===== config.mk =====
export PLATFORM = sky130hd
export DESIGN_NAME = lnk_init_seq
export DESIGN_NICKNAME = d
export VERILOG_FILES = /design/src/rtl/lnk_init_pkg.sv /design/src/rtl/lnk_down_timer.sv /design/src/rtl/lnk_bus_drive.sv /design/src/rtl/lnk_init_seq.sv
export SDC_FILE = /design/constraint.sdc
export NUM_CORES = 1
export LEC_CHECK = 0
export BUFFER_PORTS_ARGS = -buffer_cell sky130_fd_sc_hd__buf_2
export CAP_MARGIN = 20
export CELL_PAD_IN_SITES_DETAIL_PLACEMENT = 1
export CELL_PAD_IN_SITES_GLOBAL_PLACEMENT = 2
export CORE_ASPECT_RATIO = 0.5
export CORE_MARGIN = 10
export CORE_UTILIZATION = 38
export CTS_CLUSTER_DIAMETER = 120
export DETAILED_ROUTE_END_ITERATION = 12
export GPL_TIMING_DRIVEN = 0
export MAX_ROUTING_LAYER = met4
export PLACE_DENSITY = 0.9
export SKIP_CTS_REPAIR_TIMING = 1
export SYNTH_ARGS = -nofsm -noshare
export SYNTH_HDL_FRONTEND = slang
export SYNTH_SLANG_ARGS = --single-unit

===== constraint.sdc =====
create_clock -name clk -period 6.6 [get_ports clk]
set_clock_uncertainty 0.05 [all_clocks]
set_input_delay 0.33 -clock clk [delete_from_list [all_inputs] [get_ports clk]]
set_output_delay 0.33 -clock clk [all_outputs]
set_load 0.1 [all_outputs]

===== src/rtl/lnk_init_pkg.sv =====
package lnk_init_pkg;

    typedef enum logic [2:0] {
        PH_WAIT  = 3'd0,
        PH_WAKE  = 3'd1,
        PH_START = 3'd2,
        PH_LOW   = 3'd3,
        PH_RUN   = 3'd4,
        PH_RX    = 3'd5,
        PH_READY = 3'd6
    } phase_e;

    typedef enum logic [1:0] {
        CTL_IDLE   = 2'b00,
        CTL_STATUS = 2'b01,
        CTL_RECV   = 2'b10,
        CTL_GRANT  = 2'b11
    } ctl_code_e;

    // Link-clock cycle numbers that mark sequence boundaries
    localparam int unsigned LOW_CYCLE  = 1;
    localparam int unsigned LAST_QUIET = 7;
    localparam int unsigned RX_CYCLE   = 8;
    localparam int unsigned CYC_W      = 4;

    typedef struct packed {
        ctl_code_e ctl;
        logic      ones;
        logic      oe;
    } bus_cmd_t;

    function automatic logic is_clocked(phase_e p);
        return (p == PH_LOW) || (p == PH_RUN) || (p == PH_RX) || (p == PH_READY);
    endfunction

    function automatic logic is_active(phase_e p);
        return (p != PH_WAIT);
    endfunction

    function automatic bus_cmd_t bus_cmd(phase_e p, logic diff, logic rx_first);
        bus_cmd_t c;
        c.ctl  = CTL_IDLE;
        c.ones = 1'b0;
        c.oe   = 1'b0;
        case (p)
            PH_LOW:   c.oe = 1'b1;
            PH_RUN:   c.oe = ~diff;
            PH_RX: begin
                c.ctl  = CTL_RECV;
                c.ones = 1'b1;
                c.oe   = rx_first | ~diff;
            end
            PH_READY: c.oe = 1'b1;
            default:  c.oe = 1'b0;
        endcase
        return c;
    endfunction

endpackage


===== src/rtl/lnk_down_timer.sv =====
module lnk_down_timer #(
    parameter int unsigned CNT_W = 8
) (
    input  logic             clk,
    input  logic             rst,
    input  logic             load,
    input  logic [CNT_W-1:0] load_val,
    output logic             zero_o
);
    logic [CNT_W-1:0] cnt;

    always_ff @(posedge clk) begin
        if (rst || load) begin
            cnt <= load_val;
        end else if (cnt != '0) begin
            cnt <= cnt - 1'b1;
        end
    end

    assign zero_o = (cnt == '0);

    // Once expired, the timer stays expired until it is reloaded
    p_zero_holds_r2: assert property (@(posedge clk) disable iff (rst)
        (zero_o && !load) |=> zero_o);

endmodule


===== src/rtl/lnk_bus_drive.sv =====
module lnk_bus_drive
    import lnk_init_pkg::*;
#(
    parameter int unsigned D_WIDTH = 8
) (
    input  phase_e             phase_i,
    input  logic               diff_i,
    input  logic               rx_first_i,
    output logic [1:0]         ctl_o,
    output logic [1:0]         ctl_oe_o,
    output logic [D_WIDTH-1:0] d_o,
    output logic [D_WIDTH-1:0] d_oe_o
);
    bus_cmd_t cmd;

    always_comb cmd = bus_cmd(phase_i, diff_i, rx_first_i);

    assign ctl_o = cmd.ctl;

    for (genvar c = 0; c < 2; c++) begin : g_ctl_lane
        assign ctl_oe_o[c] = cmd.oe;
    end

    for (genvar i = 0; i < D_WIDTH; i++) begin : g_d_lane
        assign d_o[i]    = cmd.ones;
        assign d_oe_o[i] = cmd.oe;
    end

endmodule


===== src/rtl/lnk_init_seq.sv =====
module lnk_init_seq
    import lnk_init_pkg::*;
#(
    parameter int unsigned D_WIDTH         = 8,
    parameter int unsigned RESTORE_TICKS   = 40,
    parameter int unsigned WAKE_FAST_TICKS = 5,
    parameter int unsigned WAKE_LP_TICKS   = 600000,
    parameter int unsigned RX_CYCLES       = 2
) (
    input  logic               clk,
    input  logic               rst,
    input  logic               lps_i,
    input  logic               diff_mode_i,
    input  logic               low_power_i,
    input  logic               disable_i,
    output logic               sclk_o,
    output logic               sclk_oe_o,
    output logic [1:0]         ctl_o,
    output logic [1:0]         ctl_oe_o,
    output logic [D_WIDTH-1:0] d_o,
    output logic [D_WIDTH-1:0] d_oe_o,
    output logic               ready_o,
    output logic [2:0]         phase_o
);
    localparam int unsigned WAKE_MAX = (WAKE_LP_TICKS > WAKE_FAST_TICKS) ? WAKE_LP_TICKS
                                                                        : WAKE_FAST_TICKS;
    localparam int unsigned WCW = $clog2(WAKE_MAX + 1);
    localparam int unsigned RCW = $clog2(RESTORE_TICKS + 1);
    localparam int unsigned RXW = $clog2(RX_CYCLES + 1);

    phase_e           state;
    logic             hph;      // 0: high half of a link-clock cycle, 1: low half
    logic             clk_on;   // link clock was left running
    logic [CYC_W-1:0] cyc;
    logic [RXW-1:0]   rxcnt;

    logic restore_done, wake_done;
    logic restore_load, wake_load;
    logic lps_drop, go_wake;

    assign lps_drop = is_active(state) && !lps_i;
    assign go_wake  = (state == PH_WAIT) && restore_done && lps_i && !disable_i;

    assign restore_load = disable_i || lps_drop;
    assign wake_load    = go_wake;

    lnk_down_timer #(.CNT_W(RCW)) u_restore (
        .clk      (clk),
        .rst      (rst),
        .load     (restore_load),
        .load_val (RCW'(RESTORE_TICKS)),
        .zero_o   (restore_done)
    );

    lnk_down_timer #(.CNT_W(WCW)) u_wake (
        .clk      (clk),
        .rst      (rst),
        .load     (wake_load),
        .load_val (low_power_i ? WCW'(WAKE_LP_TICKS - 1) : WCW'(WAKE_FAST_TICKS - 1)),
        .zero_o   (wake_done)
    );

    always_ff @(posedge clk) begin
        if (rst) begin
            state  <= PH_WAIT;
            hph    <= 1'b0;
            clk_on <= 1'b0;
            cyc    <= '0;
            rxcnt  <= '0;
        end else if (disable_i) begin
            state  <= PH_WAIT;
            hph    <= 1'b0;
            clk_on <= 1'b0;
        end else if (lps_drop) begin
            state <= PH_WAIT;
            hph   <= ~hph;
        end else begin
            case (state)
                PH_WAIT: begin
                    hph <= ~hph;
                    if (go_wake) state <= PH_WAKE;
                end
                PH_WAKE: begin
                    hph <= ~hph;
                    if (wake_done) state <= PH_START;
                end
                PH_START: begin
                    state  <= PH_LOW;
                    hph    <= 1'b0;
                    clk_on <= 1'b1;
                    cyc    <= CYC_W'(LOW_CYCLE);
                end
                PH_LOW: begin
                    hph <= ~hph;
                    if (hph) begin
                        state <= PH_RUN;
                        cyc   <= cyc + 1'b1;
                    end
                end
                PH_RUN: begin
                    hph <= ~hph;
                    if (hph) begin
                        cyc <= cyc + 1'b1;
                        if (cyc == CYC_W'(LAST_QUIET)) begin
                            state <= PH_RX;
                            rxcnt <= RXW'(1);
                        end
                    end
                end
                PH_RX: begin
                    hph <= ~hph;
                    if (hph) begin
                        if (rxcnt == RXW'(RX_CYCLES)) state <= PH_READY;
                        else                          rxcnt <= rxcnt + 1'b1;
                    end
                end
                default: hph <= ~hph;   // PH_READY holds
            endcase
        end
    end

    assign sclk_o    = clk_on && (state != PH_START) && !hph;
    assign sclk_oe_o = clk_on || (state == PH_START);
    assign ready_o   = (state == PH_READY);
    assign phase_o   = state;

    lnk_bus_drive #(.D_WIDTH(D_WIDTH)) u_bus (
        .phase_i    (state),
        .diff_i     (diff_mode_i),
        .rx_first_i (rxcnt == RXW'(1)),
        .ctl_o      (ctl_o),
        .ctl_oe_o   (ctl_oe_o),
        .d_o        (d_o),
        .d_oe_o     (d_oe_o)
    );

    // Leaving the waiting phase only happens once the restore timer has expired
    p_wake_after_restore_r2: assert property (@(posedge clk) disable iff (rst)
        (state == PH_WAKE && $past(state) == PH_WAIT) |-> $past(restore_done));

    // The half-cycle low start is a single tick
    p_start_one_tick_r4: assert property (@(posedge clk) disable iff (rst)
        (state == PH_START) |=> (state == PH_LOW || state == PH_WAIT));

    // Inside the running sequence the link clock changes level on every tick
    p_sclk_toggles_r4: assert property (@(posedge clk) disable iff (rst)
        (is_clocked(state) && is_clocked($past(state))) |-> (sclk_o != $past(sclk_o)));

    // The receive indication begins on link-clock cycle eight, straight from the quiet cycles
    p_rx_on_cycle8_r7: assert property (@(posedge clk) disable iff (rst)
        (state == PH_RX && $past(state) != PH_RX)
            |-> ($past(state) == PH_RUN && cyc == CYC_W'(RX_CYCLE)));

    // Ready means idle code and zero data on fully driven buses
    p_ready_idle_r9: assert property (@(posedge clk) disable iff (rst)
        ready_o |-> (ctl_o == CTL_IDLE && d_o == '0 && (&d_oe_o) && (&ctl_oe_o)));

    // A dropped power-status input aborts the sequence on the next edge
    p_lps_abort_r10: assert property (@(posedge clk) disable iff (rst)
        (is_active(state) && !lps_i) |=> (state == PH_WAIT && !ready_o && d_oe_o == '0));

    // Disable releases the link clock on the next edge
    p_disable_release_r11: assert property (@(posedge clk) disable iff (rst)
        disable_i |=> (!sclk_oe_o && state == PH_WAIT));

endmodule


==> results.ini <==
[power]
power_density_nw_per_um2 = 207
switchingPower_uw = 138
total_power_uw = 551
leakage_uw = 0.00101
p_sw_frac = 0.251
irDropWorstVdd_mv = 0.110
p_comb_frac = 0.084
pwr-share-clk = 0.431
p_seq_frac = 0.485
p_int_uw = 413

[critical_path]
r2r_end = u_wake.cnt[11]$_SDFFCE_PP0P_
regToRegStartpoint = u_restore.cnt[1]$_SDFFE_PP0P_
endpoint_kind = flop
reg2reg_slack_ns = 3.32
worstPathMaxFanout = 20
required_ns = 6.30
reg2reg_depth = 6
worstSetupStartpointType = flop
crit_arrival_ns = 2.98
cp-startpoint = u_restore.cnt[1]$_SDFFE_PP0P_
critical_path_class = reg2reg

[floorplan]
die_h_um = 74.8
dieArea_um2 = 9710
core_um2 = 5660
io_pins = 32
die_w_um = 130
initial_utilization = 0.404
rows = 19

[synth]
synth-seq-cells = 37
syn-num-nets = 254
syn_area_per_cell_um2 = 9.45
async_flop_share = 0
yosys_warnings = 0
synth_cells = 242
synth_edf_count = 20
syn_area_um2 = 2290
ys.flop_type = edfxtp_1
yosysUniqueCellTypes = 51
yosysSeqAreaShare = 0.412

[cells_and_area]
drive_gt1_frac = 0.240
synthToLayoutAreaGrowth_pct = 16.6
final_common_cell = buf_2
most-common-layout-cells = buf_2 (31), edfxtp_1 (20), a21oi_1 (18), buf_4 (18), dfxtp_1 (17)
antenna_cells = 0
fin_nets = 290

[clocking]
ctsHtreeMaxLevel = 2
numCtsBuffers = 5
cts_root_buf = clkbuf_16
cts_buffer_depth = 2
clk_latency_ns = 0.29
clk_pin_slew_ns = 0.06
cts_tree = built
cts_num_sinks = 37

[grt]
antenna_found_initial = 0
grtUsageTotal = 0.129
overflow = 0
grt_pass1_vias = 2008
grt_max_degree = 21
grt_pass1_wl_um = 9760

[sta]
grt_setup_unrepaired = false
maxSlewHeadroom = 0.312
worstMarginPinSlew_ns = 1.03
whs_ns = 0.259
fmax_ghz = 0.305
hold_violations = 0
period_share = 0.498
setup_viol = 0
drv_slew = 0
period_needed_ns = 3.28
tns_ns = 0
setup_slack_ns = 3.32

[placed_design]
port_buffers = 29
pre_cts_slack_ns = 3.35
place_hpwl_um = 4330
routabilityCongestion = 0.809

[drt]
via_per_inst = 5.57
firstDrtPassIters = 4
routed_wl_um = 5900
drt-initial-drc-count = 141
post-route-drc-count = 0
antenna_left = 0
wl_per_cell_um = 16.8
vias = 1959

[job]
cap_viol_max_count = 0

[min_path]
min_path_type = in2reg
min_to = clk_on$_SDFFE_PP0P_
hold_start = disable_i
min_path_cells = 2

[outcome]
outcome = finished, final reports clean

[power groups by stage]
stage	clock, uW	combinational, uW	sequential, uW
detailed placement	0	46.5	272
floorplan	0	35.3	268
finish	237	46.6	267
global placement	0	43.9	271
global route	253	52.0	269
CTS	242	46.8	267
[cells in the mapped netlist (all sizes together) (2+ instances only)]
cell	number	area, um2
nand3	4	20.0
or3	6	37.5
and3	2	12.5
or4	11	90.1
buf	20	145
dfxtp	17	340
o21ai	4	20.0
nor4	4	25.0
a211oi	5	37.5
nor2	15	56.3
nor2b	5	31.3
and2	4	25.0
a31oi	7	43.8
inv	9	33.8
a21oi	18	90.1
xnor2	10	87.6
o31ai	6	45.0
o41ai	2	17.5
or2	2	12.5
a2111oi	2	17.5
or3b	2	17.5
nand3b	3	22.5
xor2	6	52.6
nor3	11	55.1
ha	6	75.1
mux2	3	33.8
nand2	7	26.3
edfxtp	20	601
nand2b	5	31.3
clkbuf	8	30.0
[registers in the layout (all words and copies together), names as in the netlist]
register and count:
u_wake.cnt 20, u_restore.cnt 6, cyc 4, phase_o 3
rxcnt 2, clk_on 1, hph 1
[worst max path at each step]
stage	end	slack (ns)	depth (start not counted)
5_1_grt	u_wake.cnt[9]$_DFFE_PP_	3.03	6
6_report	u_wake.cnt[11]$_SDFFCE_PP0P_	3.32	6
3_5_place_dp	u_wake.cnt[2]$_SDFFCE_PP1P_	3.35	6
2_1_floorplan	ctl_oe_o[1]	1.54	4
4_1_cts	u_wake.cnt[8]$_DFFE_PP_	3.30	6
3_3_place_gp	u_wake.cnt[9]$_DFFE_PP_	3.37	6
[per-stage QoR]
step / util / cells / cell area, um2
4_1_cts: 0.471 / 352 / 2670
6_report: 0.471 / 352 / 2670
2_1_floorplan: - / 242 / 2290
3_5_place_dp: 0.446 / 344 / 2520
5_1_grt: 0.471 / 352 / 2670
3_3_place_gp: 0.446 / 344 / 2520
[routing by layer]
| layer | vias up | global-route usage | routed length [um] |
|---|---|---|---|
| met4 | 0 | 0.0371 | 61 |
| met2 | 43 | 0.216 | 2640 |
| met5 | - | - | 0 |
| li1 | 960 | - | - |
| met1 | 951 | 0.144 | 2810 |
| met3 | 5 | 0.0484 | 392 |
[cells by family after synthesis]
| kind of cell | count (synthesis) | synth area share |
|---|---|---|
| AO/OA/AOI/OAI | 56 | 0.165 |
| XOR/XNOR | 16 | 0.0613 |
| adder cells (fa/ha/maj) | 6 | 0.0328 |
| buffers and inverters | 37 | 0.0914 |
| flip-flops | 37 | 0.412 |
| multiplexers | 4 | 0.0192 |
| other | 1 | 0.00164 |
| AND/OR/NAND/NOR | 85 | 0.217 |
[critical path, stage by stage (launching register included)]
cell and delay (ns):
dfxtp_1 0.36, inv_1 0.09, ha_1 0.19, nor2b_1 0.15
a41oi_1 0.56, clkbuf_1 0.48, nand3_1 0.86
[layout make-up]
cell class	count	area [um2]
plain buffers	28	175
clock buffers	5	125
clock inverters	3	17.5
fillers	683	2990
inverters	9	33.8
multi-input cells	168	1140
flip-flops and latches	37	941
well taps	73	91.3
repair buffers	29	145
Note: power is estimated with default switching activity, not from simulation.
